File: config.mk
export PLATFORM = sky130hd
export DESIGN_NAME = vfs_sequencer
export DESIGN_NICKNAME = d
export VERILOG_FILES = /design/src/rtl/vfs_pkg.sv /design/src/rtl/vfs_ratio_map.sv /design/src/rtl/vfs_req_latch.sv /design/src/rtl/vfs_wait_timer.sv /design/src/rtl/vfs_sequencer.sv
export SDC_FILE = /design/constraint.sdc
export NUM_CORES = 1
export LEC_CHECK = 0
export BUFFER_PORTS_ARGS = -buffer_cell sky130_fd_sc_hd__buf_4
export CORE_UTILIZATION = 54
export CTS_CLUSTER_SIZE = 10
export DETAILED_ROUTE_END_ITERATION = 8
export HOLD_SLACK_MARGIN = 0.15
export PLACE_DENSITY = 0.76
export SYNTH_ARGS = -nofsm -noshare
export SYNTH_HDL_FRONTEND = slang
export SYNTH_SLANG_ARGS = --single-unit
File: constraint.sdc
create_clock -name clk -period 3.81 [get_ports clk]
set_input_delay 0.5715 -clock clk [delete_from_list [all_inputs] [get_ports clk]]
set_output_delay 0.5715 -clock clk [all_outputs]
set_load 0.005 [all_outputs]
File: src/rtl/vfs_pkg.sv
package vfs_pkg;

  localparam int DEF_RATIO_W   = 5;
  localparam int DEF_VID_W     = 8;
  localparam int DEF_MAX_RATIO = 20;
  localparam int DEF_VID_BASE  = 32;
  localparam int DEF_VID_SLOPE = 2;

  typedef enum logic [2:0] {
    PH_IDLE      = 3'd0,
    PH_RISE      = 3'd1,
    PH_RISE_HOLD = 3'd2,
    PH_RELOCK    = 3'd3,
    PH_FALL      = 3'd4,
    PH_FALL_HOLD = 3'd5
  } phase_t;

  // Default ratio-to-code table: one entry per ratio, monotonic.
  function automatic logic [(DEF_MAX_RATIO+1)*DEF_VID_W-1:0] default_vid_lut();
    logic [(DEF_MAX_RATIO+1)*DEF_VID_W-1:0] t;
    t = '0;
    for (int r = 0; r <= DEF_MAX_RATIO; r++) begin
      t[r*DEF_VID_W +: DEF_VID_W] = DEF_VID_W'(DEF_VID_BASE + DEF_VID_SLOPE * r);
    end
    return t;
  endfunction

  // Wider of two counts, used to size the shared wait timer.
  function automatic int max_of(input int a, input int b);
    return (a > b) ? a : b;
  endfunction

endpackage

File: src/rtl/vfs_ratio_map.sv
module vfs_ratio_map #(
  parameter int RATIO_W   = 5,
  parameter int VID_W     = 8,
  parameter int MAX_RATIO = 20,
  parameter logic [(MAX_RATIO+1)*VID_W-1:0] VID_LUT = vfs_pkg::default_vid_lut()
) (
  input  logic [RATIO_W-1:0] raw_ratio,
  output logic [RATIO_W-1:0] safe_ratio,
  output logic [VID_W-1:0]   safe_vid
);

  localparam logic [RATIO_W-1:0] CEIL = RATIO_W'(MAX_RATIO);

  logic [VID_W-1:0] code_tbl [MAX_RATIO+1];

  genvar g;
  generate
    for (g = 0; g <= MAX_RATIO; g++) begin : g_tbl
      assign code_tbl[g] = VID_LUT[g*VID_W +: VID_W];
    end
  endgenerate

  assign safe_ratio = (raw_ratio > CEIL) ? CEIL : raw_ratio;
  assign safe_vid   = code_tbl[int'(safe_ratio)];

endmodule

File: src/rtl/vfs_req_latch.sv
module vfs_req_latch #(
  parameter int RATIO_W = 5
) (
  input  logic               clk,
  input  logic               rst_n,
  input  logic               wr_en,
  input  logic [RATIO_W-1:0] wr_ratio,
  input  logic               take,
  output logic               pend_vld,
  output logic [RATIO_W-1:0] pend_ratio
);

  // Newest write always wins; a write in the same cycle as take re-arms.
  always_ff @(posedge clk) begin
    if (!rst_n) begin
      pend_vld   <= 1'b0;
      pend_ratio <= '0;
    end else if (wr_en) begin
      pend_vld   <= 1'b1;
      pend_ratio <= wr_ratio;
    end else if (take) begin
      pend_vld   <= 1'b0;
    end
  end

endmodule

File: src/rtl/vfs_wait_timer.sv
module vfs_wait_timer #(
  parameter int CNT_W = 4
) (
  input  logic             clk,
  input  logic             rst_n,
  input  logic             load,
  input  logic [CNT_W-1:0] load_val,
  output logic             last,
  output logic             running
);

  logic [CNT_W-1:0] cnt;

  always_ff @(posedge clk) begin
    if (!rst_n) begin
      cnt <= '0;
    end else if (load) begin
      cnt <= load_val;
    end else if (cnt != '0) begin
      cnt <= cnt - 1'b1;
    end
  end

  assign last    = (cnt == CNT_W'(1));
  assign running = (cnt != '0);

endmodule

File: src/rtl/vfs_sequencer.sv
module vfs_sequencer #(
  parameter int RATIO_W     = vfs_pkg::DEF_RATIO_W,
  parameter int VID_W       = vfs_pkg::DEF_VID_W,
  parameter int MAX_RATIO   = vfs_pkg::DEF_MAX_RATIO,
  parameter int RESET_RATIO = 8,
  parameter int SETTLE_CYC  = 3,
  parameter int RELOCK_CYC  = 5,
  parameter logic [(MAX_RATIO+1)*VID_W-1:0] VID_LUT = vfs_pkg::default_vid_lut()
) (
  input  logic               clk,
  input  logic               rst_n,
  input  logic               wr_en,
  input  logic [RATIO_W-1:0] wr_ratio,
  output logic [VID_W-1:0]   vid_o,
  output logic [RATIO_W-1:0] ratio_o,
  output logic               busy_o,
  output logic [RATIO_W+3:0] stat_o
);

  import vfs_pkg::*;

  localparam int TMR_W = $clog2(max_of(SETTLE_CYC, RELOCK_CYC) + 1);
  localparam logic [RATIO_W-1:0] RST_RATIO = RATIO_W'(RESET_RATIO);
  localparam logic [VID_W-1:0]   RST_VID   = VID_LUT[RESET_RATIO*VID_W +: VID_W];
  localparam logic [TMR_W-1:0]   SETTLE_LD = TMR_W'(SETTLE_CYC);
  localparam logic [TMR_W-1:0]   RELOCK_LD = TMR_W'(RELOCK_CYC);

  // State
  phase_t             phase;
  logic [RATIO_W-1:0] cur_ratio;
  logic [VID_W-1:0]   cur_vid;
  logic [RATIO_W-1:0] tgt_ratio;
  logic [VID_W-1:0]   tgt_vid;
  logic               dir_up;

  // Request path
  logic               pend_vld;
  logic [RATIO_W-1:0] pend_ratio;
  logic [RATIO_W-1:0] req_ratio;
  logic [VID_W-1:0]   req_vid;

  // Named internal events
  logic accept_ev;
  logic req_same;
  logic req_up;
  logic req_down;
  logic vid_up_ev;
  logic vid_dn_ev;
  logic vid_step_ev;
  logic ratio_sw_ev;
  logic settle_done;
  logic relock_wait;

  // Timer controls
  logic             tmr_load;
  logic [TMR_W-1:0] tmr_val;
  logic             tmr_last;
  logic             tmr_run;

  vfs_req_latch #(.RATIO_W(RATIO_W)) u_req (
    .clk        (clk),
    .rst_n      (rst_n),
    .wr_en      (wr_en),
    .wr_ratio   (wr_ratio),
    .take       (accept_ev),
    .pend_vld   (pend_vld),
    .pend_ratio (pend_ratio)
  );

  vfs_ratio_map #(
    .RATIO_W   (RATIO_W),
    .VID_W     (VID_W),
    .MAX_RATIO (MAX_RATIO),
    .VID_LUT   (VID_LUT)
  ) u_map (
    .raw_ratio  (pend_ratio),
    .safe_ratio (req_ratio),
    .safe_vid   (req_vid)
  );

  vfs_wait_timer #(.CNT_W(TMR_W)) u_tmr (
    .clk      (clk),
    .rst_n    (rst_n),
    .load     (tmr_load),
    .load_val (tmr_val),
    .last     (tmr_last),
    .running  (tmr_run)
  );

  // Event decode
  assign accept_ev   = (phase == PH_IDLE) && pend_vld;
  assign req_same    = accept_ev && (req_ratio == cur_ratio);
  assign req_up      = accept_ev && (req_ratio >  cur_ratio);
  assign req_down    = accept_ev && (req_ratio <  cur_ratio);
  assign vid_up_ev   = (phase == PH_RISE) && (cur_vid < tgt_vid);
  assign vid_dn_ev   = (phase == PH_FALL) && (cur_vid > tgt_vid);
  assign vid_step_ev = vid_up_ev || vid_dn_ev;
  assign ratio_sw_ev = req_down || ((phase == PH_RISE) && !(cur_vid < tgt_vid));
  assign relock_wait = (phase == PH_RELOCK) && tmr_run;
  assign settle_done = ((phase == PH_RISE_HOLD) || (phase == PH_FALL_HOLD)) && tmr_last;

  // Timer load: a VID step arms the settle wait, a ratio switch arms relock.
  always_comb begin
    tmr_load = 1'b0;
    tmr_val  = SETTLE_LD;
    if (vid_step_ev) begin
      tmr_load = 1'b1;
      tmr_val  = SETTLE_LD;
    end else if (ratio_sw_ev) begin
      tmr_load = 1'b1;
      tmr_val  = RELOCK_LD;
    end
  end

  // Phase machine
  always_ff @(posedge clk) begin
    if (!rst_n) begin
      phase     <= PH_IDLE;
      cur_ratio <= RST_RATIO;
      cur_vid   <= RST_VID;
      tgt_ratio <= RST_RATIO;
      tgt_vid   <= RST_VID;
      dir_up    <= 1'b0;
    end else begin
      unique case (phase)
        PH_IDLE: begin
          if (accept_ev) begin
            tgt_ratio <= req_ratio;
            tgt_vid   <= req_vid;
            if (req_up) begin
              dir_up <= 1'b1;
              phase  <= PH_RISE;
            end else if (req_down) begin
              dir_up    <= 1'b0;
              cur_ratio <= req_ratio;
              phase     <= PH_RELOCK;
            end else begin
              dir_up <= 1'b0;
            end
          end
        end
        PH_RISE: begin
          if (vid_up_ev) begin
            cur_vid <= cur_vid + 1'b1;
            phase   <= PH_RISE_HOLD;
          end else begin
            cur_ratio <= tgt_ratio;
            phase     <= PH_RELOCK;
          end
        end
        PH_RISE_HOLD: begin
          if (settle_done) phase <= PH_RISE;
        end
        PH_RELOCK: begin
          if (tmr_last) phase <= dir_up ? PH_IDLE : PH_FALL;
        end
        PH_FALL: begin
          if (vid_dn_ev) begin
            cur_vid <= cur_vid - 1'b1;
            phase   <= PH_FALL_HOLD;
          end else begin
            phase <= PH_IDLE;
          end
        end
        PH_FALL_HOLD: begin
          if (settle_done) phase <= PH_FALL;
        end
        default: phase <= PH_IDLE;
      endcase
    end
  end

  // Outputs
  assign vid_o   = cur_vid;
  assign ratio_o = cur_ratio;
  assign busy_o  = (phase != PH_IDLE) || pend_vld;
  assign stat_o  = {busy_o, pend_vld, dir_up && (phase != PH_IDLE), relock_wait, tgt_ratio};

endmodule

## Word level (Yosys, flattened, before mapping)

Memory sizes are Yosys's and may differ from the RTL's. A register that Yosys moved wholly into a read port is not among the register bits.
Cells that the tools add are included.

- Flip-flop bits (word level): 31
- Bits in read-only memories: 256
- Bits of input ports: 8
- Output and inout port bits: 23
- Word-level logic and storage cells: 88
- Memories: 1

- Add/subtract/negate cells: 3
- Magnitude comparators: 5
- Eq/ne operators: 16
- Mux-type cells: 28
- Bitwise operators: 1
- Reduce and logical (&&, ||, !) cells: 26

Memory list:

| memory | words | width | rd ports | clocked after memory_dff | write ports | line | source |
|---|---|---|---|---|---|---|---|
| (name not given) | 32 | 8 | 1 | 1 | 0 | vfs_ratio_map.sv:24 | `assign safe_vid = code_tbl[int'(safe_ratio)];` |

Operators with widths:

| kind | count |
|---|---|
| $mux W3 | 12 |
| $not A5 Y32 | 1 |
| $mux W5 | 5 |
| $ne A2 B2 Y1 const B | 9 |
| $pmux W3 S6 | 1 |
| $mux W8 | 2 |
| $pmux W8 S2 | 1 |
| $pmux W5 S2 | 1 |
| $reduce_and A5 Y1 | 2 |
| $logic_and A1 B1 Y1 | 9 |
| $add A8 B1 Y8 const B | 1 |
| $gt A8 B8 Y1 | 1 |
| $lt A8 B8 Y1 | 1 |
| $reduce_bool A2 Y1 | 4 |
| $sub A8 B1 Y8 const B | 1 |
| $eq A3 B1 Y1 const B | 2 |
| $eq A3 B2 Y1 const B | 2 |
| $eq A3 B3 Y1 const B | 2 |
| $mux W1 | 6 |
| $reduce_bool A3 Y1 | 2 |
| $gt A5 B5 Y1 | 1 |
| $gt A5 B5 Y1 const B | 1 |
| $lt A5 B5 Y1 | 1 |
| $logic_or A1 B1 Y1 | 4 |
| 6 further kinds | 7 |

## Depth between registers and ports, before layout

Gate-level depths: netlist (run 1).

- Word-level depth: 8
- Gate-level depth with buffers: 10
- Mapped depth without buffers: 9

## Hierarchy

A second synthesis (run 1) with hierarchy kept.

- Cells, all modules: 309
- Area, all modules: 2519.9 sq um

By module, submodules not included:

| module | instances | cells an instance | area an instance (sq um) | sequential area each (sq um) |
|---|---|---|---|---|
| vfs_sequencer | 1 | 252 | 1964.4 | 600.6 |
| vfs_wait_timer | 1 | 23 | 227.7 | 60.1 |
| vfs_req_latch | 1 | 19 | 226.5 | 120.1 |
| vfs_ratio_map | 1 | 15 | 101.3 | 0.0 |

## Worst setup path after synthesis (run 1)

Ideal clock, no wire load.

- Path type: flip-flop to flip-flop
- Start point: register phase[1]
- End point: register cur_vid[6], in the netlist vid_o[6]
- Library setup time: 0.116 ns
- Arrival: 2.256 ns
- Data required time: 3.694 ns
- Slack: 1.438 ns
- Stages on the path, launching flop included: 11
- Buffers on the path: 1
- Period minus slack after synthesis: 2.372 ns
- Path through: dfxtp_1 -> buf_2 -> nor2_1 -> nand2_1 -> inv_1 -> ha_1 -> nor2b_1 -> o31a_1 -> o21a_1 -> or3_1 -> a41o_1

- Longest elaborated chain between the ends: 4
- Elaborated cells on any way between the ends: 9
- Classes of those cells: eq/ne: 4; mux: 1; reduce/logical: 4

Ends and longest elaborated chain:

| what | line | source |
|---|---|---|
| start, declared | vfs_sequencer.sv:29 | `phase_t phase;` |
| start signal, assigned | vfs_sequencer.sv:155 | `if (tmr_last) phase <= dir_up ? PH_IDLE : PH_FALL;` |
| $eq A3 B3 Y1 or $eq A3 B1 Y1 (tied branches) | vfs_sequencer.sv:96, vfs_sequencer.sv:125, vfs_sequencer.sv:95 |  |
| $logic_and A1 B1 Y1 (on tied branches) | vfs_sequencer.sv:96, vfs_sequencer.sv:95 |  |
| $ne A2 B2 Y1 (no source line) | n/a |  |
| $reduce_and A3 Y1 (no source line) | n/a |  |
| end signal, assigned | vfs_sequencer.sv:144 | `cur_vid <= cur_vid + 1'b1;` |
| end signal, assigned | vfs_sequencer.sv:159 | `cur_vid <= cur_vid - 1'b1;` |
| end, declared | vfs_sequencer.sv:31 | `logic [VID_W-1:0] cur_vid;` |

Several ways; a longest one is shown, not always the timed one.
A chain may end at the register's enable or synchronous reset.

## Final worst setup path (run 1)

- Start point: register phase[2]
- End point: register cur_vid[6], in the netlist vid_o[6]

The elaborated chain is that of the path after synthesis.

==> results.md, run 1 <==
- Ant diodes: 0
- Critical Path Slowest Stage Cell: dfxtp_1
- Commonest non-fill, non-tap cell in the layout: dfxtp_1
- Vias in the first global route: ~1,800
- Worst Clk Skew: roughly 7.5 ps
- Final setup fails: 0
- Number of synthesized flops with an enable pin: 0
- Slew Limit Headroom: 48.1%
- Clock-pin slew on the worst setup and hold paths: ~80 ps
- Top delay family on crit path: simple AND/OR/NAND/NOR gates
- Post-synthesis sequential area ratio: around a third
- Main synth FF type: dfxtp_1
- FMAX: 0.375 GHz
- Leak: ~0.0011 µW
- Layout cells sized above 1: approximately 16%
- Setup crit end kind: flip-flop
- Synth unique cells: 54
- Port Buffers: 30
- Syn Nets: between 200 and 300
- Die W: about 66 µm
- Post-DP HPWL: 3.69 mm
- Power Density: approximately 630 nW/µm²
- Maxcap violations: 0
- Total track usage: between 20% and 30%
- Fraction of registers with async set/reset: 0%
- Cts bufs inserted: 5
- Postcts setup bufs: 0
- Worst hold slack: ~460 ps
- Core ar.: around 3800 µm²
- Worst Tran Pin Value: just under 800 ps
- Die area: ~4400 µm²
- Worst-Skew Late Latency: approximately 300 ps
- Initial antenna violation count: 0
- Clock Tree Buf Depth: 2
- Via count: 1,959
- Worst path max stage delay: between 600 and 700 ps
- Crit path launch type: flip-flop
- Row cnt: 22
- Core Util, Final: 66.4%
- Setup TNS: 0 ps
- Post-layout nets: 315
- First-pass iteration count of the detailed router: 4
- Worst VDD drop: 0.322 mV
- Sum of buffers and inverters on the critical path: 1
- DRC viols: 0
- Avg Inst Size Synth: between 8 and 9 µm²
- Post-detailed-routing wire length: approximately 5.1 mm
- Avg Vias per Cell: approximately 6
- Flops & latches, synth: 35
- Largest net degree at the start of global routing: 28
- CP required: roughly 4000 ps
- I/O Pins: 31
- Drt wl/cell: 15.1 µm
- Status: complete, no violations
- Sequence of cells on the critical path: nand2_1 -> inv_1 -> ha_1 -> nor2b_1 -> o31a_1 -> o21a_1 -> or3_1 -> a41o_1
- Slew Viols, Final: 0
- Worst Path Class, Setup: reg -> reg
- Yosys warns: 0
- Final Hold Fails: 0
- RSZ-0062 raised after global routing: false
- Mapped Area: 2210 µm²
- CTS tree: yes
- Post-synthesis cell count: roughly 270
- Area grow syn2layout: 14.0%
- Post-route ant nets: 0
- First-pass GRT wire length: around 8.4 mm
- Root Buffer: clkbuf_8
- Initial core utilization: between 50% and 60%
- Starting DRT DRC Count: 92
- Die height: roughly 66 µm
- Minimum clock period after layout: 2660 ps
- Hold_buf cts: 0
- Most frequent cells in the layout: dfxtp_1 (35), buf_4 (30), nand2_1 (24), a21oi_1 (21), ha_1 (20)
- Final GP Congestion: approximately 0.83
- CTS resizes: 0
- Crit-path max FO: 15
- Grt ovf: 0
- Crit path DAT: approximately 2900 ps
- HP Class: reg -> reg
- Sink Count: 35
- H-tree depth: 2
- Final Power: 1590 µW
- Final period util: roughly 70%
-- synthesized netlist by cell type (4+ instances only) --
| master | count | share of area [%] |
|---|---|---|
| dfxtp_1 | 35 | 32 |
| nand2_1 | 24 | 4.1 |
| a21oi_1 | 21 | 4.8 |
| ha_1 | 20 | 11 |
| inv_1 | 16 | 2.7 |
| nor2_1 | 15 | 2.5 |
| o21ai_0 | 15 | 3.4 |
| nand3_1 | 11 | 2.5 |
| nor3_1 | 11 | 2.5 |
| a21o_1 | 9 | 3.1 |
| mux2i_1 | 7 | 3.2 |
| buf_4 | 5 | 1.7 |
| nand2b_1 | 5 | 1.4 |
| buf_2 | 4 | 0.91 |
| clkbuf_1 | 4 | 0.68 |
-- report_power, final --
group / internal (µW) / switching (µW) / leakage (µW)
logic: 315 / 386 / 0.000785
registers: 440 / 89.0 / 0.000286
clock network: 198 / 158 / 0.0000587
total: 954 / 633 / 0.00113
-- layer usage --
layer  global-route usage (%)  wire [µm]  share of wire [%]
met1                     35.7       2570                 51
met3                     5.17        206                4.1
met5                        0          0                  0
met2                     39.5       2220                 44
met4                     9.84         66                1.3
-- per-stage QoR --
stage                     setup WS [ps]  cells  cell area (µm²)
after CTS                          1160    335             2520
after global routing                957    335             2520
final                              1150    335             2520
after global placement             1220    327             2400
after floorplan                    1440    265             2210
after detailed placement           1170    327             2400
-- state kept, by name, summed over array words and instances (netlist names) --
name and count:
vid_o 8, ratio_o 5, tgt_vid 5, u_req.pend_ratio 5, tgt_ratio 4, phase 3, u_tmr.cnt 3, dir_up 1
u_req.pend_vld 1
-- logic make-up after synthesis --
kind of cell	share of synthesized area, %
and+or+nand+nor	20.8
muxes	3.68
buffers and inverters	7.07
AOI/OAI and AO/OA	23.0
DFF	31.7
adders and majority gates	12.2
xor gates and xnor gates	1.58
-- final cells by class --
type / instances / area, µm²
Fill cell: 323 / 1280
Tap cell: 48 / 60.1
Multi-Input combinational cell: 197 / 1360
Clock buffer: 5 / 68.8
Sequential cell: 35 / 701
Clock inverter: 3 / 47.5
Timing Repair Buffer: 30 / 225
Inverter: 17 / 63.8
-- path summary, 6_finish.rpt --
kind	endpoint	slack [ps]	start	cells past startpoint
setup / recovery	vid_o[6]	1150	phase[2]	8
hold / removal	tgt_vid[4]	460	tgt_vid[4]	1
setup reg to reg	vid_o[6]	1150	phase[2]	8
hold reg to reg	tgt_vid[4]	460	tgt_vid[4]	1
(Power assumes the default switching activity.)
==> run 2, diff against run 1 <==
- clock period: 3.81 -> 2.5 ns (I/O delays scaled with it)
==> run 2 against run 1 <==
Against the previous run: via count up 2.8%; utilization up 0.96 points; flip-flop and latch count unchanged; first-iteration DRC count up 24%.
==> results.md, run 2 (synthesized netlist as in run 1, its figures left out) <==
- Crit path launch type: flip-flop
- Max FFs per register: 8
- Post-layout nets: between 300 and 400
- H-tree depth: 2
- Ant diodes: 0
- Slew Viols, Final: 0
- Setup crit end kind: flip-flop
- Via count: approximately 2,000
- Largest net degree at the start of global routing: 28
- Die height: ~66 µm
- Status: complete, no violations
- M1 GR Usage: approximately a third
- Crit-path max FO: 7
- Drt wl/cell: 14.7 µm
- Minimum clock period after layout: around 2400 ps
- DRC viols: 0
- Hold_buf cts: 0
- Sw Pwr: 928 µW
- Area grow syn2layout: 15.6%
- Busiest grt layer: met2
- Total track usage: 25.0%
- FF-to-FF End: phase[1]
- Vias in the first global route: roughly 1,800
- Starting DRT DRC Count: about 110
- First-pass iteration count of the detailed router: 4
- Commonest non-fill, non-tap cell in the layout: buf_4
- Most frequent cells in the layout: buf_4 (38), dfxtp_1 (35), nand2_1 (24), a21oi_1 (21), ha_1 (20)
- Filler Cells Inserted: ~320
- Core ar.: between 3000 and 4000 µm²
- Int Power: about 1400 µW
- Reg2reg setup slack: approximately 140 ps
- Layout cells sized above 1: a little under a fifth
- Cts bufs inserted: 5
- I/O Pins: 31
- WHS Endpoint: u_req.pend_ratio[4]
- Clock share of power: 17.7%
- Post-DP HPWL: around 3.8 mm
- Port Buffers: 30
- Met2 usage: about two fifths
- Die area: between 4000 and 5000 µm²
- Hold path depth: 3
- CTS resizes: 0
- Final std cells w/o fill: roughly 340
- R2R depth: 8
- Final Hold Fails: 0
- Final setup fails: 0
- Initial antenna violation count: 0
- Worst VDD drop: about 0.67 mV
- Grt ovf: 0
- CTS tree: yes
- Worst Tran Pin Value: around 540 ps
- Post-route ant nets: 0
- Leak: between 0.001 and 0.0015 µW
- R2R Path Start: u_req.pend_ratio[4]
- Maxcap violations: 0
- Setup TNS: 0 ps
- Worst Clk Skew: 8.15 ps
- Slew Limit Headroom: approximately 64%
- Comb pwr share: ~50%
- Worst-Skew Late Latency: between 200 and 300 ps
- Flop pwr share: about 33%
- Post-detailed-routing wire length: 5.02 mm
- Sw Share: between 30% and 40%
- Worst Path Class, Setup: reg -> reg
- Die W: 66.0 µm
- Initial core utilization: about 58%
- Avg Vias per Cell: approximately 6
- First-pass GRT wire length: approximately 8.2 mm
- HP Class: in -> reg
- RSZ-0062 raised after global routing: false
- Crit path DAT: 2570 ps
- Postcts setup bufs: 0
- CP required: ~2700 ps
- Power Density: 912 nW/µm²
- Final GP Congestion: 0.903
- Clock-pin slew on the worst setup and hold paths: roughly 70 ps
- Clock Tree Buf Depth: 2
- GRT met3 Usage: between 5 and 6%
- Sink Count: 35
- Row cnt: 22
- Launch point of the worst hold path: wr_ratio[4]
- Final period util: 94.4%
- Placed cells: approximately 340
- FMAX: approximately 0.42 GHz
- Root Buffer: clkbuf_8
==> run 2: power groups by stage <==
stage / logic, µW / clock network (µW) / registers [µW]
floorplan: 835 / 0 / 760
global placement: 1120 / 0 / 774
detailed placement: 1140 / 0 / 776
CTS: 1150 / 419 / 764
global route: 1300 / 443 / 778
finish: 1160 / 413 / 763
==> run 2: critical path, stage by stage (launching register included) <==
cell and delay, ps:
dfxtp_1 420, o21ai_0 170, and2_1 230, ha_1 290
nor2b_1 140, o21a_1 200, o211a_1 250, a2111o_1 370
a211oi_2 210
==> run 2: metrics by stage <==
step / utilization, % / hold slack, ps / setup WS, ps / area [µm²] / power [µW]
after floorplan: - / 426 / 128 / 2210 / 1590
after global placement: 64.9 / 439 / 263 / 2460 / 1890
after detailed placement: 64.9 / 452 / 195 / 2460 / 1910
after CTS: 67.2 / 328 / 172 / 2550 / 2330
after global routing: 67.3 / 332 / 9.27 / 2560 / 2520
final: 67.3 / 330 / 140 / 2560 / 2330
==> run 2: worst max-delay path by stage <==
| stage | from | end | slack [ps] | cells after the start |
|---|---|---|---|---|
| after floorplan | phase[1] | vid_o[6] | 130 | 10 |
| after global placement | u_req.pend_ratio[4] | phase[1] | 260 | 8 |
| after detailed placement | u_req.pend_ratio[4] | phase[1] | 200 | 8 |
| after CTS | u_req.pend_ratio[4] | phase[1] | 170 | 8 |
| after global routing | u_req.pend_ratio[4] | phase[1] | 9 | 8 |
| final | u_req.pend_ratio[4] | phase[1] | 140 | 8 |
==> run 2: area by class of cell <==
class / instances / area (µm²) / area share [%]
Inverter: 17 / 63.8 / 2.50
Multi-Input combinational cell: 197 / 1360 / 53.2
Tap cell: 48 / 60.1 / 2.35
Clock inverter: 1 / 5.00 / 0.196
Sequential cell: 35 / 701 / 27.4
Clock buffer: 6 / 82.6 / 3.23
Timing Repair Buffer: 38 / 285 / 11.2
==> run 2: metal layers <==
metal	vias to the layer above	share of wire, %
li1	1012	-
met1	949	49
met2	48	45
met3	5	5.1
met4	0	1.1
met5	-	0
==> run 3, diff against run 2 <==
- CORE_UTILIZATION: 54 -> 35
- PLACE_DENSITY: 0.76 -> 0.53
==> run 3 against run 2 <==
Against the previous run: via count is 1.5% lower; critical endpoint unchanged; die area is 52% higher; utilization is 23 points lower.
==> results.md, run 3 (synthesized netlist as in run 1, its figures left out) <==
- Status: complete, no violations
- Crit path launch type: flip-flop
- Die W: 81.5 µm
- Initial core utilization: a little under two fifths
- Post-layout nets: 326
- Starting DRT DRC Count: between 100 and 150
- HP Class: in -> reg
- Total track usage: 18.3%
- Worst Path Class, Setup: reg -> reg
- Port Buffers: 30
- Final GP Congestion: between 0.8 and 0.9
- Most frequent cells in the layout: buf_4 (41), dfxtp_1 (34), nand2_1 (24), a21oi_1 (21), ha_1 (20)
- Drt wl/cell: between 10 and 15 µm
- Final std cells w/o fill: between 300 and 400
- Grt ovf: 0
- Minimum clock period after layout: 2340 ps
- Clock Tree Buf Depth: 2
- Post-detailed-routing wire length: roughly 5.6 mm
- Post-DP HPWL: about 4.3 mm
- Avg Vias per Cell: 5.32
- Worst Tran Pin Value: between 600 and 700 ps
- Ant diodes: 0
- FMAX: about 0.43 GHz
- Flop pwr share: a little under a third
- Cts bufs inserted: 5
- Row cnt: 28
- Largest net degree at the start of global routing: 21
- Setup TNS: 0 ps
- Worst Clk Skew: about 10 ps
- Core ar.: between 6000 and 7000 µm²
- I/O Pins: 31
- CTS tree: yes
- Via count: 1,984
- Initial antenna violation count: 0
- DRC viols: 0
- Vias in the first global route: 1,827
- CTS resizes: 0
- RSZ-0062 raised after global routing: false
- Int Power: about 1600 µW
- Comb pwr share: a little under half
- Area grow syn2layout: 20.4%
- Worst hold slack: 310 ps
- Sw Share: a little under two fifths
- Placed cells: 365
- Die height: roughly 80 µm
- Worst-Skew Late Latency: between 200 and 300 ps
- CP required: 2720 ps
- Final setup fails: 0
- Reg2reg setup slack: around 160 ps
- Worst VDD drop: between 0.3 and 0.4 mV
- First-pass iteration count of the detailed router: 4
- Crit path DAT: between 2000 and 3000 ps
- Slew Viols, Final: 0
- Cell area after layout: 2660 µm²
- Area post-placement: about 2500 µm²
- Layout cells sized above 1: between 10% and 20%
- Crit-path max FO: 4
- Max FFs per register: 8
- H-tree depth: 2
- Sw Pwr: 974 µW
- Commonest non-fill, non-tap cell in the layout: buf_4
- Sink Count: 35
- Hold_buf cts: 0
- Slew Limit Headroom: about three fifths
- Clock share of power: between 20% and 30%
- Die area: 6640 µm²
- Post-route ant nets: 0
- Postcts setup bufs: 0
- Final Hold Fails: 0
- Root Buffer: clkbuf_8
- Maxcap violations: 0
- Leak: between 0.001 and 0.0015 µW
- First-pass GRT wire length: ~9 mm
- Setup crit end kind: flip-flop
- Final period util: a little over nine tenths
- Power Density: roughly 970 nW/µm²
- Clock-pin slew on the worst setup and hold paths: 80 ps
-- run 3: area by class of cell --
cell class              count  area [µm²]
flip-flops and latches     35         702
inverters                  17        63.8
fillers                   618        3360
repair buffers             41         308
clock buffers               5        68.8
well taps                  75        93.8
multi-input cells         197        1360
clock inverters             3        67.6
-- run 3: path summary, 6_finish.rpt --
kind                        from                  end  cells past startpoint
max          u_req.pend_ratio[3]             phase[1]                      8
min                  wr_ratio[4]  u_req.pend_ratio[4]                      3
max reg2reg  u_req.pend_ratio[3]             phase[1]                      8
min reg2reg           tgt_vid[1]           tgt_vid[1]                      2
-- run 3: power by group through the flow --
stage | logic [µW] | registers (µW) | clock network (µW)
floorplan | 835 | 760 | 0
global placement | 1160 | 785 | 0
detailed placement | 1170 | 784 | 0
CTS | 1180 | 772 | 632
global route | 1320 | 788 | 661
finish | 1180 | 774 | 620
-- run 3: per-layer routing --
metal,up-vias,GRT usage [%],share of wire (%)
met5,-,0,0
met4,0,5.18,1.5
met3,7,4.89,4.1
met2,38,28.6,42
met1,923,24.5,52
li1,1016,-,-
-- run 3: metrics by stage --
stage          power (µW)  utilization (%)  setup slack, ps
3_5_place_dp         1950             41.8              161
4_1_cts              2580             44.1              114
3_3_place_gp         1950             41.8              236
6_report             2570             44.2              158
2_1_floorplan        1590                -              128
5_1_grt              2770             44.2             21.7
-- run 3: worst max-delay path: stages, from the launching register on --
cell,delay [ps]
dfxtp_1,340
o21ai_0,280
and2_1,230
ha_1,250
nor2b_1,140
o21a_1,200
o211a_1,250
a2111o_1,360
a211oi_2,210
